$ cat src/rtl/biu_pkg.sv
package biu_pkg;
  typedef enum logic [2:0] {
    ST_IDLE = 3'd0,
    ST_T1   = 3'd1,
    ST_T2   = 3'd2,
    ST_T3   = 3'd3,
    ST_TW   = 3'd4,
    ST_T4   = 3'd5,
    ST_HOLD = 3'd6
  } bus_st_e;
endpackage

$ cat src/rtl/biu_addr_gen.sv
module biu_addr_gen #(
  parameter int SEG_W = 16,
  parameter int OFF_W = 16,
  parameter int SHIFT = 4,
  parameter int PA_W  = 20
) (
  input  logic [SEG_W-1:0] seg,
  input  logic [OFF_W-1:0] off,
  output logic [PA_W-1:0]  pa
);
  logic [PA_W-1:0] seg_ext;
  logic [PA_W-1:0] off_ext;

  always_comb begin
    seg_ext = PA_W'(seg) << SHIFT;
    off_ext = PA_W'(off);
    pa      = seg_ext + off_ext;
  end
endmodule

$ cat src/rtl/biu_prefetch_q.sv
module biu_prefetch_q #(
  parameter int DEPTH = 4,
  parameter int W     = 8
) (
  input  logic         clk,
  input  logic         rst,
  input  logic         flush,
  input  logic         push,
  input  logic [W-1:0] push_data,
  input  logic         pop_req,
  output logic         not_empty,
  output logic         has_room,
  output logic [W-1:0] head
);
  localparam int AW = (DEPTH > 1) ? $clog2(DEPTH) : 1;
  localparam int CW = $clog2(DEPTH + 1);

  logic [W-1:0]  mem [DEPTH];
  logic [AW-1:0] wp, rp;
  logic [CW-1:0] count;
  logic          pop;

  assign not_empty = (count != '0);
  assign has_room  = (count < CW'(DEPTH));
  assign head      = mem[rp];
  assign pop       = pop_req && not_empty && !flush;

  function automatic logic [AW-1:0] inc_ptr(input logic [AW-1:0] p);
    return (p == AW'(DEPTH - 1)) ? '0 : p + 1'b1;
  endfunction

  always_ff @(posedge clk) begin
    if (push && !flush) mem[wp] <= push_data;
  end

  always_ff @(posedge clk) begin
    if (rst || flush) begin
      wp    <= '0;
      rp    <= '0;
      count <= '0;
    end else begin
      if (push) wp <= inc_ptr(wp);
      if (pop)  rp <= inc_ptr(rp);
      case ({push, pop})
        2'b10:   count <= count + 1'b1;
        2'b01:   count <= count - 1'b1;
        default: count <= count;
      endcase
    end
  end

  // a push never lands on a full queue
  p_no_overflow_r7: assert property (@(posedge clk) disable iff (rst)
    (push && !flush) |-> (count < CW'(DEPTH)));
  // a flush leaves the queue empty on the next clock
  p_flush_empty_r8: assert property (@(posedge clk) disable iff (rst)
    flush |=> !not_empty);
endmodule

$ cat src/rtl/biu_bus_seq.sv
module biu_bus_seq
  import biu_pkg::*;
#(
  parameter int PA_W = 20,
  parameter int DW   = 8
) (
  input  logic            clk,
  input  logic            rst,
  input  logic            hold,
  input  logic            bus_ready,
  input  logic            data_pend,
  input  logic            fetch_ok,
  input  logic [PA_W-1:0] data_addr,
  input  logic            data_wr,
  input  logic [DW-1:0]   data_wbyte,
  input  logic [PA_W-1:0] fetch_addr,
  output logic            start_data,
  output logic            start_fetch,
  output logic            xfer_done,
  output logic            cyc_data,
  output logic [PA_W-1:0] bus_addr,
  output logic [DW-1:0]   bus_dout,
  output logic            bus_ale,
  output logic            bus_rd,
  output logic            bus_wr,
  output logic            bus_drive,
  output logic            hlda
);
  bus_st_e st, st_nx;
  logic    boundary;
  logic    wr_q, wr_nx;
  logic    strobe_nx;

  assign boundary    = (st == ST_IDLE) || (st == ST_T4);
  assign start_data  = boundary && !hold && data_pend;
  assign start_fetch = boundary && !hold && !data_pend && fetch_ok;
  assign xfer_done   = ((st == ST_T3) || (st == ST_TW)) && bus_ready;

  always_comb begin
    st_nx = st;
    unique case (st)
      ST_IDLE, ST_T4: begin
        if (hold)                            st_nx = ST_HOLD;
        else if (start_data || start_fetch)  st_nx = ST_T1;
        else                                 st_nx = ST_IDLE;
      end
      ST_T1:   st_nx = ST_T2;
      ST_T2:   st_nx = ST_T3;
      ST_T3:   st_nx = bus_ready ? ST_T4 : ST_TW;
      ST_TW:   st_nx = bus_ready ? ST_T4 : ST_TW;
      ST_HOLD: st_nx = hold ? ST_HOLD : ST_IDLE;
      default: st_nx = ST_IDLE;
    endcase
  end

  always_comb begin
    if (start_data)       wr_nx = data_wr;
    else if (start_fetch) wr_nx = 1'b0;
    else                  wr_nx = wr_q;
    strobe_nx = (st_nx == ST_T2) || (st_nx == ST_T3) || (st_nx == ST_TW);
  end

  always_ff @(posedge clk) begin
    if (rst) begin
      st        <= ST_IDLE;
      wr_q      <= 1'b0;
      cyc_data  <= 1'b0;
      bus_addr  <= '0;
      bus_dout  <= '0;
      bus_ale   <= 1'b0;
      bus_rd    <= 1'b0;
      bus_wr    <= 1'b0;
      bus_drive <= 1'b1;
      hlda      <= 1'b0;
    end else begin
      st        <= st_nx;
      wr_q      <= wr_nx;
      if (start_data) begin
        cyc_data <= 1'b1;
        bus_addr <= data_addr;
        bus_dout <= data_wbyte;
      end else if (start_fetch) begin
        cyc_data <= 1'b0;
        bus_addr <= fetch_addr;
      end
      bus_ale   <= (st_nx == ST_T1);
      bus_rd    <= strobe_nx && !wr_nx;
      bus_wr    <= strobe_nx && wr_nx;
      bus_drive <= (st_nx != ST_HOLD);
      hlda      <= (st_nx == ST_HOLD);
    end
  end

  // address phase is followed by a strobe
  p_ale_then_strobe_r3: assert property (@(posedge clk) disable iff (rst)
    bus_ale |=> (bus_rd || bus_wr));
  // strobes are exclusive
  p_strobe_excl_r3: assert property (@(posedge clk) disable iff (rst)
    !(bus_rd && bus_wr));
  // a low ready in T3 inserts a wait state
  p_wait_insert_r4: assert property (@(posedge clk) disable iff (rst)
    (st == ST_T3 && !bus_ready) |=> (st == ST_TW));
  // acknowledge only rises after a boundary state
  p_hold_boundary_r9: assert property (@(posedge clk) disable iff (rst)
    $rose(hlda) |-> !$past(bus_rd) && !$past(bus_wr) && !$past(bus_ale));
  // bus is released while acknowledged
  p_hold_quiet_r9: assert property (@(posedge clk) disable iff (rst)
    hlda |-> (!bus_drive && !bus_ale && !bus_rd && !bus_wr));
  // release on the clock after hold drops
  p_hold_release_r9: assert property (@(posedge clk) disable iff (rst)
    (hlda && !hold) |=> !hlda);
endmodule

$ cat src/rtl/bytebus_biu.sv
module bytebus_biu #(
  parameter int          SEG_W  = 16,
  parameter int          PA_W   = 20,
  parameter int          SHIFT  = 4,
  parameter int          QDEPTH = 4,
  parameter logic [15:0] RST_CS = 16'hF000,
  parameter logic [15:0] RST_IP = 16'h0100
) (
  input  logic             clk,
  input  logic             rst,
  input  logic             req_valid,
  output logic             req_ready,
  input  logic             req_write,
  input  logic             req_word,
  input  logic [SEG_W-1:0] req_seg,
  input  logic [SEG_W-1:0] req_off,
  input  logic [2*8-1:0]   req_wdata,
  output logic             rsp_valid,
  output logic [2*8-1:0]   rsp_rdata,
  input  logic             jmp_valid,
  input  logic [SEG_W-1:0] jmp_seg,
  input  logic [SEG_W-1:0] jmp_off,
  output logic             q_valid,
  input  logic             q_ready,
  output logic [7:0]       q_byte,
  output logic [PA_W-1:0]  bus_addr,
  output logic [7:0]       bus_dout,
  input  logic [7:0]       bus_din,
  output logic             bus_ale,
  output logic             bus_rd,
  output logic             bus_wr,
  input  logic             bus_ready,
  output logic             bus_drive,
  input  logic             hold,
  output logic             hlda
);
  localparam int BW = 8;

  // data transaction state
  logic             dat_busy, dat_wr, dat_word, dat_idx;
  logic [SEG_W-1:0] dat_seg, dat_off;
  logic [2*BW-1:0]  dat_wdata;
  logic [BW-1:0]    rdata_lo;
  logic             req_fire, data_pend;
  logic [SEG_W-1:0] cur_seg, cur_off;
  logic [BW-1:0]    cur_wbyte;
  logic             cur_wr;

  // code stream state
  logic [SEG_W-1:0] cs_q, ip_q;
  logic             drop_q;

  logic [PA_W-1:0]  data_pa, fetch_pa;
  logic             start_data, start_fetch, xfer_done, cyc_data;
  logic             q_room, q_push;

  assign req_ready = !dat_busy;
  assign req_fire  = req_valid && !dat_busy;
  assign data_pend = dat_busy || req_valid;

  always_comb begin
    if (dat_busy) begin
      cur_seg   = dat_seg;
      cur_off   = dat_off + SEG_W'(dat_idx);
      cur_wbyte = dat_idx ? dat_wdata[2*BW-1:BW] : dat_wdata[BW-1:0];
      cur_wr    = dat_wr;
    end else begin
      cur_seg   = req_seg;
      cur_off   = req_off;
      cur_wbyte = req_wdata[BW-1:0];
      cur_wr    = req_write;
    end
  end

  biu_addr_gen #(.SEG_W(SEG_W), .OFF_W(SEG_W), .SHIFT(SHIFT), .PA_W(PA_W)) i_data_ag (
    .seg(cur_seg), .off(cur_off), .pa(data_pa));

  biu_addr_gen #(.SEG_W(SEG_W), .OFF_W(SEG_W), .SHIFT(SHIFT), .PA_W(PA_W)) i_code_ag (
    .seg(cs_q), .off(ip_q), .pa(fetch_pa));

  biu_bus_seq #(.PA_W(PA_W), .DW(BW)) i_seq (
    .clk(clk), .rst(rst), .hold(hold), .bus_ready(bus_ready),
    .data_pend(data_pend), .fetch_ok(q_room),
    .data_addr(data_pa), .data_wr(cur_wr), .data_wbyte(cur_wbyte),
    .fetch_addr(fetch_pa),
    .start_data(start_data), .start_fetch(start_fetch),
    .xfer_done(xfer_done), .cyc_data(cyc_data),
    .bus_addr(bus_addr), .bus_dout(bus_dout), .bus_ale(bus_ale),
    .bus_rd(bus_rd), .bus_wr(bus_wr), .bus_drive(bus_drive), .hlda(hlda));

  assign q_push = xfer_done && !cyc_data && !drop_q && !jmp_valid;

  biu_prefetch_q #(.DEPTH(QDEPTH), .W(BW)) i_q (
    .clk(clk), .rst(rst), .flush(jmp_valid),
    .push(q_push), .push_data(bus_din), .pop_req(q_ready),
    .not_empty(q_valid), .has_room(q_room), .head(q_byte));

  // data request tracking and response assembly
  always_ff @(posedge clk) begin
    if (rst) begin
      dat_busy  <= 1'b0;
      dat_wr    <= 1'b0;
      dat_word  <= 1'b0;
      dat_idx   <= 1'b0;
      dat_seg   <= '0;
      dat_off   <= '0;
      dat_wdata <= '0;
      rdata_lo  <= '0;
      rsp_valid <= 1'b0;
      rsp_rdata <= '0;
    end else begin
      rsp_valid <= 1'b0;
      if (req_fire) begin
        dat_busy  <= 1'b1;
        dat_wr    <= req_write;
        dat_word  <= req_word;
        dat_idx   <= 1'b0;
        dat_seg   <= req_seg;
        dat_off   <= req_off;
        dat_wdata <= req_wdata;
      end else if (xfer_done && cyc_data) begin
        if (dat_word && !dat_idx) begin
          dat_idx  <= 1'b1;
          rdata_lo <= bus_din;
        end else begin
          dat_busy  <= 1'b0;
          rsp_valid <= 1'b1;
          if (dat_wr)        rsp_rdata <= '0;
          else if (dat_word) rsp_rdata <= {bus_din, rdata_lo};
          else               rsp_rdata <= {{BW{1'b0}}, bus_din};
        end
      end
    end
  end

  // code segment, fetch pointer and stale-fetch marker
  always_ff @(posedge clk) begin
    if (rst) begin
      cs_q   <= RST_CS;
      ip_q   <= RST_IP;
      drop_q <= 1'b0;
    end else begin
      if (jmp_valid) begin
        cs_q <= jmp_seg;
        ip_q <= jmp_off;
      end else if (q_push) begin
        ip_q <= ip_q + 1'b1;
      end
      if (jmp_valid)                      drop_q <= 1'b1;
      else if (start_data || start_fetch) drop_q <= 1'b0;
    end
  end

  // no prefetch starts while a data request waits
  p_data_first_r6: assert property (@(posedge clk) disable iff (rst)
    start_fetch |-> !data_pend);
  // one completion pulse, never two in a row
  p_rsp_pulse_r2: assert property (@(posedge clk) disable iff (rst)
    rsp_valid |=> !rsp_valid);
  // a new request is refused while one is outstanding
  p_one_outstanding_r6: assert property (@(posedge clk) disable iff (rst)
    (req_valid && req_ready) |=> !req_ready);
endmodule

$ cat config.mk
export PLATFORM = sky130hd
export DESIGN_NAME = bytebus_biu
export DESIGN_NICKNAME = d
export VERILOG_FILES = /design/src/rtl/biu_pkg.sv /design/src/rtl/biu_addr_gen.sv /design/src/rtl/biu_prefetch_q.sv /design/src/rtl/biu_bus_seq.sv /design/src/rtl/bytebus_biu.sv
export SDC_FILE = /design/constraint.sdc
export NUM_CORES = 1
export LEC_CHECK = 0
export BUFFER_PORTS_ARGS = -buffer_cell sky130_fd_sc_hd__buf_2
export CAP_MARGIN = 20
export CORE_MARGIN = 4
export CORE_UTILIZATION = 61
export DETAILED_ROUTE_END_ITERATION = 7
export PLACE_DENSITY_LB_ADDON = 0.2
export SLEW_MARGIN = 10
export SYNTH_ARGS = -nofsm -noshare
export SYNTH_HDL_FRONTEND = slang
export SYNTH_SLANG_ARGS = --single-unit
$ cat constraint.sdc
create_clock -name clk -period 10.41 [get_ports clk]
set_clock_uncertainty 0.1 [all_clocks]
set_input_delay 1.5615 -clock clk [delete_from_list [all_inputs] [get_ports clk]]
set_output_delay 1.5615 -clock clk [all_outputs]
set_load 0.02 [all_outputs]
Yosys cells after proc, flatten, opt, wreduce, memory -nomap -nowiden
Memory sizes are Yosys's and may differ from the RTL's. A register that Yosys moved wholly into a read port is not among the register bits.
Index checks and enable logic that the tools add are counted.

word-level totals
  register bits = 155
  memory bits (writable) = 32
  bits of input ports = 97
  word-level logic and storage cells = 135
  memories kept = 1

cells by class
  $add $sub $neg = 8
  order comparisons = 1
  eq/ne operators = 17
  multiplexer cells = 33
  bitwise operators = 3
  reduce and logical (&&, ||, !) cells = 46

memories
  name     depth  width  rd ports  clocked after memory_dff  write ports  RTL line              source
  i_q.mem  4      8      1         1                         1            biu_prefetch_q.sv:18  logic [W-1:0] mem [DEPTH];

operators with widths
  operator                                                               count
  16-bit two-way mux                                                     6
  20-bit by 16-bit adder with 20-bit output                              2
  20-bit two-way mux                                                     2
  16-bit by 1-bit adder with 16-bit output                               1
  16-bit by 1-bit adder with 16-bit output, second input constant        1
  1-bit logical AND                                                      16
  8-bit two-way mux                                                      2
  3-bit equality test, second input constant                             5
  1-bit two-way mux                                                      15
  3-bit one-hot mux with 5 select lines                                  1
  3-bit by 2-bit equality test with 1-bit output, second input constant  4
  2-bit nonzero test                                                     5
  1-bit zero test                                                        8
  2-bit two-way mux                                                      4
  1-bit logical OR                                                       7
  2-bit equality test, second input constant                             3
  3-bit by 1-bit equality test with 1-bit output, second input constant  2
  3-bit two-way mux                                                      2
  3-bit one-hot mux with 2 select lines                                  1
  3-bit AND reduction                                                    2
  2-bit OR reduction                                                     3
  2-bit by 1-bit adder with 2-bit output, second input constant          2
  2-bit AND reduction                                                    2
  3-bit by 1-bit adder with 3-bit output, second input constant          1
  9 further kinds                                                        11

Depth between registers and ports, before layout
Gate-level depths: netlist of the first run.

  depth in word-level cells = 13
  gate-level depth with buffers = 15
  mapped depth without buffers = 15

Hierarchy
A second synthesis of the first run with hierarchy kept.

second synthesis, totals
  cell total of the unflattened synthesis = 1095
  area total of the unflattened synthesis = 9994.6 µm²

modules (own cells, without submodules)
  module          instances  cells each  area an instance (µm²)  sequential area each (µm²)
  bytebus_biu     1          595         4979.8                  2202.1
  biu_bus_seq     1          188         1732.9                  760.7
  biu_addr_gen    2          108         820.8                   0.0
  biu_prefetch_q  1          96          1640.3                  1141.1

Worst setup path before layout of the first run
No wires, ideal clock.

  kind = input to register
  from = input port req_seg[4]
  to = register i_seq.bus_addr[15]
  data arrival time = 3543 ps
  required time = 10215 ps
  slack = 6672 ps
  cell stages on the path = 8
  path buffers = 0
  cell sequence = mux2_2 ha_1 a211oi_1 nor2_1 o31ai_1 o21ai_0 xnor2_1 a221oi_1

on the way
  word-level cells in the longest chain between the ends = 3

RTL lines
  what                                       RTL line            source
  start, declared                            bytebus_biu.sv:15   input logic [SEG_W-1:0] req_seg,
  16-bit two-way mux                         bytebus_biu.sv:62   if (dat_busy) begin
  20-bit by 16-bit adder with 20-bit output  biu_addr_gen.sv:17  pa = seg_ext + off_ext;
  20-bit two-way mux                         biu_bus_seq.sv:78   if (start_data) begin
  end signal, assigned                       biu_bus_seq.sv:80   bus_addr <= data_addr;
  end signal, assigned                       biu_bus_seq.sv:84   bus_addr <= fetch_addr;
  end, declared                              biu_bus_seq.sv:21   output logic [PA_W-1:0] bus_addr,

No other way between the ends.
A chain may end at the register's enable or synchronous reset.

Worst setup path after layout of the first run
  from = register dat_idx
  to = register i_seq.bus_addr[15]

on the way
  word-level cells in the longest chain between the ends = 4

RTL lines
  what                                       RTL line            source
  start, declared                            bytebus_biu.sv:40   logic dat_busy, dat_wr, dat_word, dat_idx;
  start signal, assigned                     bytebus_biu.sv:104  dat_idx <= 1'b0;
  start signal, assigned                     bytebus_biu.sv:117  dat_idx <= 1'b0;
  start signal, assigned                     bytebus_biu.sv:123  dat_idx <= 1'b1;
  16-bit by 1-bit adder with 16-bit output   bytebus_biu.sv:64   cur_off = dat_off + SEG_W'(dat_idx);
  16-bit two-way mux                         bytebus_biu.sv:62
  20-bit by 16-bit adder with 20-bit output  biu_addr_gen.sv:17
  20-bit two-way mux                         biu_bus_seq.sv:78

No other way between the ends.

==> run summary, run 1 <==
Crit path cell chain: ha_1 > ha_1 > inv_1 > nor2_1 > nand4_1 > xor2_1 > a21oi_1 > ha_1 > a211oi_1 > nor2_1 > o31ai_1 > o21ai_0 > xnor2_1 > a221oi_1
Most common cell after layout, fill and taps aside: nand2_1
Main synth FF type: dfxtp_1
Worst-Margin Slew: 996 ps
Die area: 17600 um2
PnR worst setup slack: 6070 ps
H-tree depth: 4
Pint: 0.00133 W
Final antenna-violating net count: 0
Largest net degree at the start of global routing: 79
Setup TNS: 0 ps
Post-synthesis sequential area ratio: 43.3%
Mapped cell area: 9490 um2
Cell mode on critical path: ha_1
Global-route wire length before repair: 37600 um
Max_slew headroom: 33.3%
Clk_lat worst skew: 430 ps
Vias: 7968
# rows: 45
VDD IR max: 0.147 mV
Critical path class: reg -> reg
DP Area: 10300 um2
CTS clk-pin slew, worst paths: 70 ps
Element type at the critical path end: flip-flop
Hold Path Class: reg -> reg
Layout cell share with drive strength beyond 1: 19.8%
Gr usage total: 25.9%
Buffers inserted by post-CTS timing repair: 0
Status: finished, final reports clean
RSZ-0062 raised after global routing: no
Leakage: 4.40 nW
DRT Pass-1 Iters: 5
Antenna violations before repair: 1
CP max-delay cell: dfxtp_1
Placement Setup Slack: 6230 ps
Sequential power share: 43.6%
Via/cell ratio: 5.78
Final max-slew violation count: 0
CTS Sinks: 189
Net Sw Power: 0.000620 W
Starting DRT DRC Count: 534
Clock root buffer: clkbuf_16
Post-synthesis cell count: 1055
Final HPWL DP: 16100 um
Yosys cell types: 72
Hold_buf cts: 0
Final Wtd Congestion: 0.876
CP Max Fanout: 11
CTS tree: built
Net Sw Frac: 31.8%
Die Height: 133 um
Synthesized Nets: 1188
Worst Path Required: 10650 ps
Post-synth EDFFs: 32
Post-Route WL: 23100 um
# DRC: 0
Crit share post-route: 41.7%
Post-layout nets: 1308
Synth top area cells: dfxtp_1, edfxtp_1, nand2_1
Min cycle time layout: 4340 ps
Slowest stage delay, CP: 710 ps
Grt ovf: 0
Design Area, Final: 10900 um2
Most frequent cells in the layout: nand2_1, dfxtp_1, buf_2
Wire length per cell: 16.7 um
Synth async-reset ratio: 0%
Clk buf depth: 2
Worst Path Arrival: 4590 ps
I/O Buffers: 156
Syn Area/Cell: 8.99 um2
Fmax: 230 MHz
Share of the synthesized area in the top cell type: 33.1%
Die X: 133 um
Ys Warns: 0
Core area: 15200 um2
Clock group share of total power: 34.6%
Max Cap Viol: 0
Startpoint Class: flip-flop
Yosys reg bits: 189
Pwr/cell area: 178 nW/um2
Post-synth top area cell: dfxtp_1
Vias in the first global route: 7583
Final setup vio count: 0
Area grow syn2layout: 15.2%
Final Hold Viols: 0
Hold_ws: 352 ps
Num ports: 157
Tot Pwr: 0.00195 W
Number of buffers created by CTS: 17
# resized after CTS: 0
Comb power frac: 21.7%
Initial core utilization: 62.4%
cells by family (layout without fill, tap and decap cells):
group / after synthesis / after routing / share of synthesized area [%]
AOI/OAI and AO/OA: 246 / 246 / 16.6
xor gates and xnor gates: 48 / 48 / 4.51
adders and majority gates: 37 / 37 / 5.09
buffers and inverters: 83 / 216 / 3.60
DFF: 189 / 189 / 43.3
muxes: 69 / 69 / 8.55
other: 0 / 2 / 0
and+or+nand+nor: 383 / 383 / 18.4
stage by stage:
step	utilization, %	cells
after global routing	71.9	1377
after floorplan	-	1055
after global placement	67.8	1344
after detailed placement	67.8	1344
final	71.9	1378
after CTS	71.9	1376
critical path, delay by kind of cell, from the launching register on:
family                     cells  cell delay (ps)
adders and majority gates      3              920
and+or+nand+nor                3              540
buffers and inverters          1               60
AOI/OAI and AO/OA              5             1550
DFF                            1              710
xor gates and xnor gates       2              360
cells in the mapped netlist, drive strengths merged, types with 3 or more instances:
master	instances
and4	4
nor4	5
a2111oi	6
mux2	16
edfxtp	32
a21o	7
a21oi	121
nor2	92
nand2	183
nand2b	5
or4	4
nand3b	3
mux4	8
a311oi	7
nor3	19
nand4	12
a22o	8
a21boi	3
mux2i	45
or3	5
dfxtp	157
nor2b	12
o21bai	4
nand3	20
fa	3
a211o	5
inv	21
ha	33
buf	21
a221oi	4
o22ai	4
o21a	5
clkbuf	41
xor2	23
xnor2	25
and3	11
a211oi	17
o211ai	13
o21ai	27
power by group through the flow:
stage	Combinational (W)	Clock (W)	Sequential, W
after floorplan	0.000276	0	0.000878
after CTS	0.000422	0.000682	0.000848
after detailed placement	0.000418	0	0.000865
after global placement	0.000410	0	0.000863
after global routing	0.000469	0.000717	0.000855
final	0.000423	0.000674	0.000849
sequential cells by signal, indices dropped and copies added (netlist names), 2 cells and up, named ones only:
name and flops:
i_q.mem 32, i_seq.bus_addr 20, cs_q 16, dat_off 16, dat_seg 16, dat_wdata 16
ip_q 16, rsp_rdata 16, i_seq.bus_dout 8, rdata_lo 8, i_q.count 3, i_seq.st 3
i_q.rp 2, i_q.wp 2
per-layer routing:
| metal | GRT usage [%] | wire length [um] | vias to the layer above |
|---|---|---|---|
| li1 | - | - | 3980 |
| met1 | 34.9 | 10500 | 3764 |
| met2 | 42.8 | 11000 | 204 |
| met3 | 5.29 | 1250 | 20 |
| met4 | 7.22 | 331 | 0 |
| met5 | 0 | 0 | - |
cell type report:
class,instances,area [um2]
fillers,1244,4270
flip-flops and latches,189,4110
inverters,21,78.8
clock buffers,18,439
clock inverters,14,175
multi-input cells,783,5050
well taps,188,235
repair buffers,163,836
diodes,2,5.00
final timing paths:
| path | slack (ps) | depth (start not counted) | start | end |
|---|---|---|---|---|
| min reg2reg | 350 | 2 | rsp_rdata[3] | rsp_rdata[3] |
| min | 350 | 2 | rsp_rdata[3] | rsp_rdata[3] |
| max reg2reg | 6070 | 14 | dat_idx | i_seq.bus_addr[15] |
| max | 6070 | 14 | dat_idx | i_seq.bus_addr[15] |
No activity file was read; power rests on OpenSTA's default activity.
==> run 2: changes to the inputs <==
--- a/config.mk
+++ b/config.mk
@@ -8,7 +8,7 @@
 export BUFFER_PORTS_ARGS = -buffer_cell sky130_fd_sc_hd__buf_2
 export CAP_MARGIN = 20
 export CORE_MARGIN = 4
-export CORE_UTILIZATION = 61
+export CORE_UTILIZATION = 57
 export DETAILED_ROUTE_END_ITERATION = 7
 export PLACE_DENSITY_LB_ADDON = 0.2
 export SLEW_MARGIN = 10
==> constraint.sdc (replaced) <==
create_clock -name clk -period 4.1 [get_ports clk]
set_clock_uncertainty 0.1 [all_clocks]
set_input_delay 0.615 -clock clk [delete_from_list [all_inputs] [get_ports clk]]
set_output_delay 0.615 -clock clk [all_outputs]
set_load 0.02 [all_outputs]
==> run 2 against run 1 <==
Effect of this change: global-route usage is 1.5 points lower; routed wire length is 0.72% lower; count of clock-buffer cells in the layout is 1 lower; critical path type unchanged; power grew to 2.5 times the previous value; non-clock buffer count is 4 higher; largest power group unchanged.
==> run summary, run 2 (synthesis results as in run 1) <==
Status: finished, final reports clean
DRT Pass-1 Iters: 6 (+1)
CTS Sinks: 189 (unchanged)
Grt ovf: 0 (unchanged)
Largest net degree at the start of global routing: 95 (+20%)
# DRC: 0 (unchanged)
Largest Register: i_q.mem
Antenna violations before repair: 1 (unchanged)
VDD IR max: 0.332 mV (+130%)
Initial core utilization: 58.9% (-3.5 points)
Vias: 7900 (-0.85%)
Global-route wire length before repair: 36600 um (-2.5%)
Min cycle time layout: 3760 ps (-588 ps)
Sequential power share: 44.2% (+0.6 points)
PnR worst setup slack: 344 ps (-5720 ps)
Vias in the first global route: 7376 (-2.7%)
Clk_lat worst skew: 430 ps (about the same)
CTS clk-pin slew, worst paths: 70 ps (about the same)
Layout cell share with drive strength beyond 1: 20.1% (+0.27 points)
Leakage: 4.40 nW (about the same)
Pint: 0.00330 W (+150%)
CP Max Fanout: 5 (-6)
Final HPWL DP: 16200 um (+0.75%)
Net Sw Frac: 32.4% (+0.54 points)
Max reg flops: 32 (unchanged)
Final setup vio count: 0 (unchanged)
Die Height: 137 um (+3.2%)
Antenna cell count: 0 (-2)
Comb power frac: 21.8% (about the same)
Element type at the critical path end: flip-flop
Startpoint Class: flip-flop
Final antenna-violating net count: 0 (unchanged)
R2R Setup Slk: 340 ps (-5720 ps)
Via/cell ratio: 5.61 (-3.0%)
Largest regs: i_q.mem: 32 flops, i_seq.bus_addr: 20 flops
Die area: 18800 um2 (+6.6%)
Pwr/cell area: 445 nW/um2 (+150%)
Final Hold Viols: 0 (unchanged)
Crit share post-route: 91.6% (+50 points)
Fill cells: 1326 (+6.6%)
Crit path cell chain: ha_1 > ha_1 > inv_1 > nor2_1 > nand4_1 > xor2_1 > a21oi_1 > ha_1 > a211oi_1 > nor2_1 > o31ai_1 > o21ai_0 > xnor2_1 > a221oi_1
Starting DRT DRC Count: 587 (+9.9%)
Cell mode on critical path: ha_1
Placement Setup Slack: 443 ps (-5790 ps)
Post-Route WL: 22900 um (-0.72%)
Max_slew headroom: 32.9% (-0.46 points)
Num ports: 157 (unchanged)
Clock root buffer: clkbuf_16
Gr usage total: 24.4% (-1.5 points)
Die X: 137 um (+3.2%)
Post-layout nets: 1312 (+0.31%)
Critical path class: reg -> reg
Worst Path Required: 4330 ps (-6320 ps)
Clock group share of total power: 34.0% (-0.6 points)
Buffers inserted by post-CTS timing repair: 0 (unchanged)
Most frequent cells in the layout: nand2_1, dfxtp_1, buf_2
RSZ-0062 raised after global routing: no
Wire length per cell: 16.3 um (-2.8%)
Clk buf depth: 2 (unchanged)
Hold Path Class: in -> reg
CP max-delay cell: o31ai_1
H-tree depth: 4 (unchanged)
CTS tree: built
Final Wtd Congestion: 0.857 (-2.1%)
Area grow syn2layout: 15.7%
I/O Buffers: 156 (unchanged)
Net Sw Power: 0.00158 W (+160%)
Slowest stage delay, CP: 600 ps (-110 ps)
Fmax: 266 MHz (+16%)
# rows: 46 (+2.2%)
Max Cap Viol: 0 (unchanged)
Worst-Margin Slew: 1010 ps (+10.6 ps)
Most common cell after layout, fill and taps aside: nand2_1
# resized after CTS: 0 (unchanged)
Number of buffers created by CTS: 17 (unchanged)
Worst Path Arrival: 3990 ps (-600 ps)
Core area: 16100 um2 (+6.0%)
Final max-slew violation count: 0 (unchanged)
Hold_buf cts: 0 (unchanged)
Setup TNS: 0 ps (unchanged)
run 2: changes by cell type in the layout (fill, tap and decap cells not counted), sizes merged:
cell	before	now
buf	163	167
clkinv	6	3
clkinvlp	0	3
diode	2	0
inv	27	29
bufinv	2	1
clkbuf	18	17
run 2: through the flow:
step	instance area, um2	total power, W	util (%)	std cells	hold WS, ps
CTS	11000	0.00491	68.0	1407	274
detailed placement	10400	0.00325	64.3	1375	342
global route	11000	0.00512	68.1	1408	283
floorplan	9490	0.00293	-	1055	333
finish	11000	0.00488	68.1	1408	296
global placement	10400	0.00324	64.3	1375	338
run 2: layout make-up:
type / count / area (um2) / share of cell area (%)
clock inverters: 15 / 171 / 1.56
clock buffers: 17 / 425 / 3.88
flip-flops and latches: 189 / 4110 / 37.4
well taps: 216 / 270 / 2.46
inverters: 21 / 78.8 / 0.718
multi-input cells: 783 / 5050 / 46.1
repair buffers: 167 / 866 / 7.89
run 2: path summary, 6_finish.rpt:
kind / start / end / cells after the start
worst max register to register: dat_idx / i_seq.bus_addr[15] / 14
worst min register to register: dat_wdata[4] / dat_wdata[4] / 2
worst min-delay path: jmp_seg[12] / cs_q[12] / 2
worst max-delay path: dat_idx / i_seq.bus_addr[15] / 14
run 2: routing by layer:
| metal | routed length [um] | GRT usage (%) | up-vias |
|---|---|---|---|
| li1 | - | - | 4001 |
| met1 | 11200 | 35.8 | 3679 |
| met2 | 10200 | 37.2 | 196 |
| met3 | 1200 | 4.63 | 22 |
| met4 | 320 | 6.49 | 2 |
| met5 | 15 | 0 | - |
run 2: power by group through the flow:
stage / registers [W] / clock network, W / logic (W)
finish: 0.00216 / 0.00166 / 0.00106
global route: 0.00218 / 0.00177 / 0.00117
CTS: 0.00216 / 0.00169 / 0.00106
detailed placement: 0.00220 / 0 / 0.00105
global placement: 0.00220 / 0 / 0.00104
floorplan: 0.00223 / 0 / 0.000702
run 2: critical path, delay by kind of cell (launching register included):
| kind | cells | cell delay, ps |
|---|---|---|
| AND/OR/NAND/NOR | 3 | 540 |
| buffers and inverters | 1 | 50 |
| AO/OA/AOI/OAI | 5 | 1590 |
| XOR/XNOR | 2 | 330 |
| adder cells (fa/ha/maj) | 3 | 710 |
| flip-flops | 1 | 340 |
==> run 3: changes to the inputs <==
--- a/config.mk
+++ b/config.mk
@@ -10,7 +10,7 @@
 export CORE_MARGIN = 4
 export CORE_UTILIZATION = 57
 export DETAILED_ROUTE_END_ITERATION = 7
-export PLACE_DENSITY_LB_ADDON = 0.2
+export PLACE_DENSITY = 0.81
 export SLEW_MARGIN = 10
 export SYNTH_ARGS = -nofsm -noshare
 export SYNTH_HDL_FRONTEND = slang
==> run 3 against run 2 <==
Effect of this change: setup slack gained 240 ps; design area is 0.52% higher; sequential share of layout area decreased by 0.20 points; sequential cell count unchanged; fmax is 6.9% higher; power up 1.3%; count of clock-buffer cells in the layout did not move; via count grew 1.4%; combinational power hardly changed.
==> run summary, run 3 (synthesis results as in run 1) <==
Status: finished, final reports clean
Clk_lat worst skew: 440 ps (about the same)
Hold-critical path depth: 2 (unchanged)
Final cell count without fillers: 1410 (+0.14%)
Number of buffers created by CTS: 17 (unchanged)
Pwr/cell area: 449 nW/um2 (+0.78%)
Clock group share of total power: 34.5% (+0.5 points)
Worst Path Required: 4350 ps (+20 ps)
Die X: 137 um (unchanged)
Largest Register: i_q.mem
Clk buf depth: 2 (unchanged)
Placed Cells: 1378 (+0.22%)
Num ports: 157 (unchanged)
CP top delay family: compound AO/OA/AOI/OAI gates
I/O Buffers: 156 (unchanged)
Cell mode on critical path: ha_1
VDD IR max: 0.376 mV (+13%)
# DRC: 0 (unchanged)
Die Height: 137 um (unchanged)
Die area: 18800 um2 (unchanged)
Reg-to-reg endpoint: i_seq.bus_addr[15]
Element type at the critical path end: flip-flop
Startpoint Class: flip-flop
Crit share post-route: 85.7% (-5.9 points)
Via/cell ratio: 5.68 (+1.2%)
Most frequent cells in the layout: nand2_1, dfxtp_1, buf_2
DP Area: 10400 um2 (+0.34%)
Net Sw Power: 0.00163 W (+2.9%)
Critical path class: reg -> reg
Crit path buf inv count: 1 (unchanged)
Hold_buf cts: 0 (unchanged)
Wire length per cell: 16.8 um (+3.6%)
Slowest stage delay, CP: 450 ps (-150 ps)
Crit path cell chain: ha_1 > ha_1 > inv_1 > nor2_1 > nand4_1 > xor2_1 > a21oi_1 > ha_1 > a211oi_1 > nor2_1 > o31ai_2 > o21ai_0 > xnor2_1 > a221oi_1
Clock root buffer: clkbuf_16
Antenna cell count: 0 (unchanged)
Sequential power share: 43.7% (-0.5 points)
Hold Path Sink: cs_q[14]
Final core utilization: 68.4% (+0.36 points)
Vias: 8007 (+1.4%)
Worst-Margin Slew: 1020 ps (+12.9 ps)
Largest net degree at the start of global routing: 53 (-44%)
H-tree depth: 4 (unchanged)
Core area: 16100 um2 (unchanged)
Min-delay src: jmp_seg[14]
Final HPWL DP: 16800 um (+3.1%)
Origin of the critical flop-to-flop path: dat_idx
Design Area, Final: 11000 um2 (+0.52%)
Post-layout nets: 1314 (+0.15%)
Global-route wire length before repair: 37700 um (+2.8%)
DRT Pass-1 Iters: 5 (-1)
RSZ-0062 raised after global routing: no
Area grow syn2layout: 16.3%
Pint: 0.00332 W (+0.55%)
CTS Sinks: 189 (unchanged)
Final max-slew violation count: 0 (unchanged)
Min cycle time layout: 3520 ps (-241 ps)
Antenna violations before repair: 1 (unchanged)
Fill cells: 1287 (-2.9%)
Starting DRT DRC Count: 675 (+15%)
Initial core utilization: 58.9% (unchanged)
Gr usage total: 25.2% (+0.76 points)
Post-Route WL: 23700 um (+3.7%)
Net Sw Frac: 32.9% (+0.51 points)
Vias in the first global route: 7440 (+0.87%)
Comb power frac: 21.8% (about the same)
Worst Reg-to-Reg Cells: 14 (unchanged)
R2R Setup Slk: 580 ps (+240 ps)
Largest regs: i_q.mem: 32 flops, i_seq.bus_addr: 20 flops
Max_slew headroom: 31.8% (-1.1 points)
CTS tree: built
CTS clk-pin slew, worst paths: 80 ps (about the same)
CP Max Fanout: 5 (unchanged)
Layout cell share with drive strength beyond 1: 20.3% (+0.22 points)
Leakage: 4.42 nW (+0.42%)
Hold Path Class: in -> reg
Final Hold Viols: 0 (unchanged)
Max Cap Viol: 0 (unchanged)
Fmax: 284 MHz (+6.9%)
Setup TNS: 0 ps (unchanged)
Most common cell after layout, fill and taps aside: nand2_1
Grt ovf: 0 (unchanged)
Final antenna-violating net count: 0 (unchanged)
# rows: 46 (unchanged)
Final Wtd Congestion: 0.899 (+4.9%)
Worst Path Arrival: 3760 ps (-230 ps)
Final setup vio count: 0 (unchanged)
Max reg flops: 32 (unchanged)
CP max-delay cell: o31ai_2
-- run 3: worst max path at each step --
stage               startpoint                 end  slack, ps  depth (start not counted)
floorplan             dat_busy  i_seq.bus_addr[15]        470                         12
CTS                    dat_idx  i_seq.bus_addr[15]        370                         14
global route           dat_idx  i_seq.bus_addr[15]        220                         15
global placement       dat_idx  i_seq.bus_addr[15]        540                         14
detailed placement     dat_idx  i_seq.bus_addr[15]        400                         14
finish                 dat_idx  i_seq.bus_addr[15]        580                         14
-- run 3: layer usage --
metal / global-route usage [%] / vias up / wire length [um]
li1: - / 3998 / -
met1: 35.1 / 3721 / 10600
met2: 40.4 / 252 / 11200
met3: 4.45 / 34 / 1530
met4: 7.21 / 2 / 382
met5: 0 / - / 7
-- run 3: area by class of cell --
class	instances	area [um2]	share of cell area (%)
inverter	21	78.8	0.715
timing repair buffer	169	893	8.10
clock inverter	15	196	1.78
clock buffer	17	425	3.86
sequential	189	4110	37.2
multi-input combinational	783	5060	45.9
tap	216	270	2.45
-- run 3: stage by stage --
stage          setup slack (ps)  hold WS, ps  power (W)
6_report                    585          283    0.00495
5_1_grt                     217          277    0.00517
4_1_cts                     369          270    0.00496
3_5_place_dp                403          342    0.00326
3_3_place_gp                543          334    0.00324
2_1_floorplan               471          333    0.00293
-- run 3: power groups by stage --
stage	combinational, W	clock (W)	sequential (W)
2_1_floorplan	0.000702	0	0.00223
3_3_place_gp	0.00104	0	0.00220
3_5_place_dp	0.00106	0	0.00220
4_1_cts	0.00107	0.00173	0.00216
5_1_grt	0.00119	0.00181	0.00218
6_report	0.00108	0.00171	0.00216
-- run 3: timing repair --
action                                  in CTS  in global routing
resized for setup                            0                  1
setup buffers                                0                  0
endpoints found under the setup margin       0                  1
endpoints found under the hold margin        0                  0
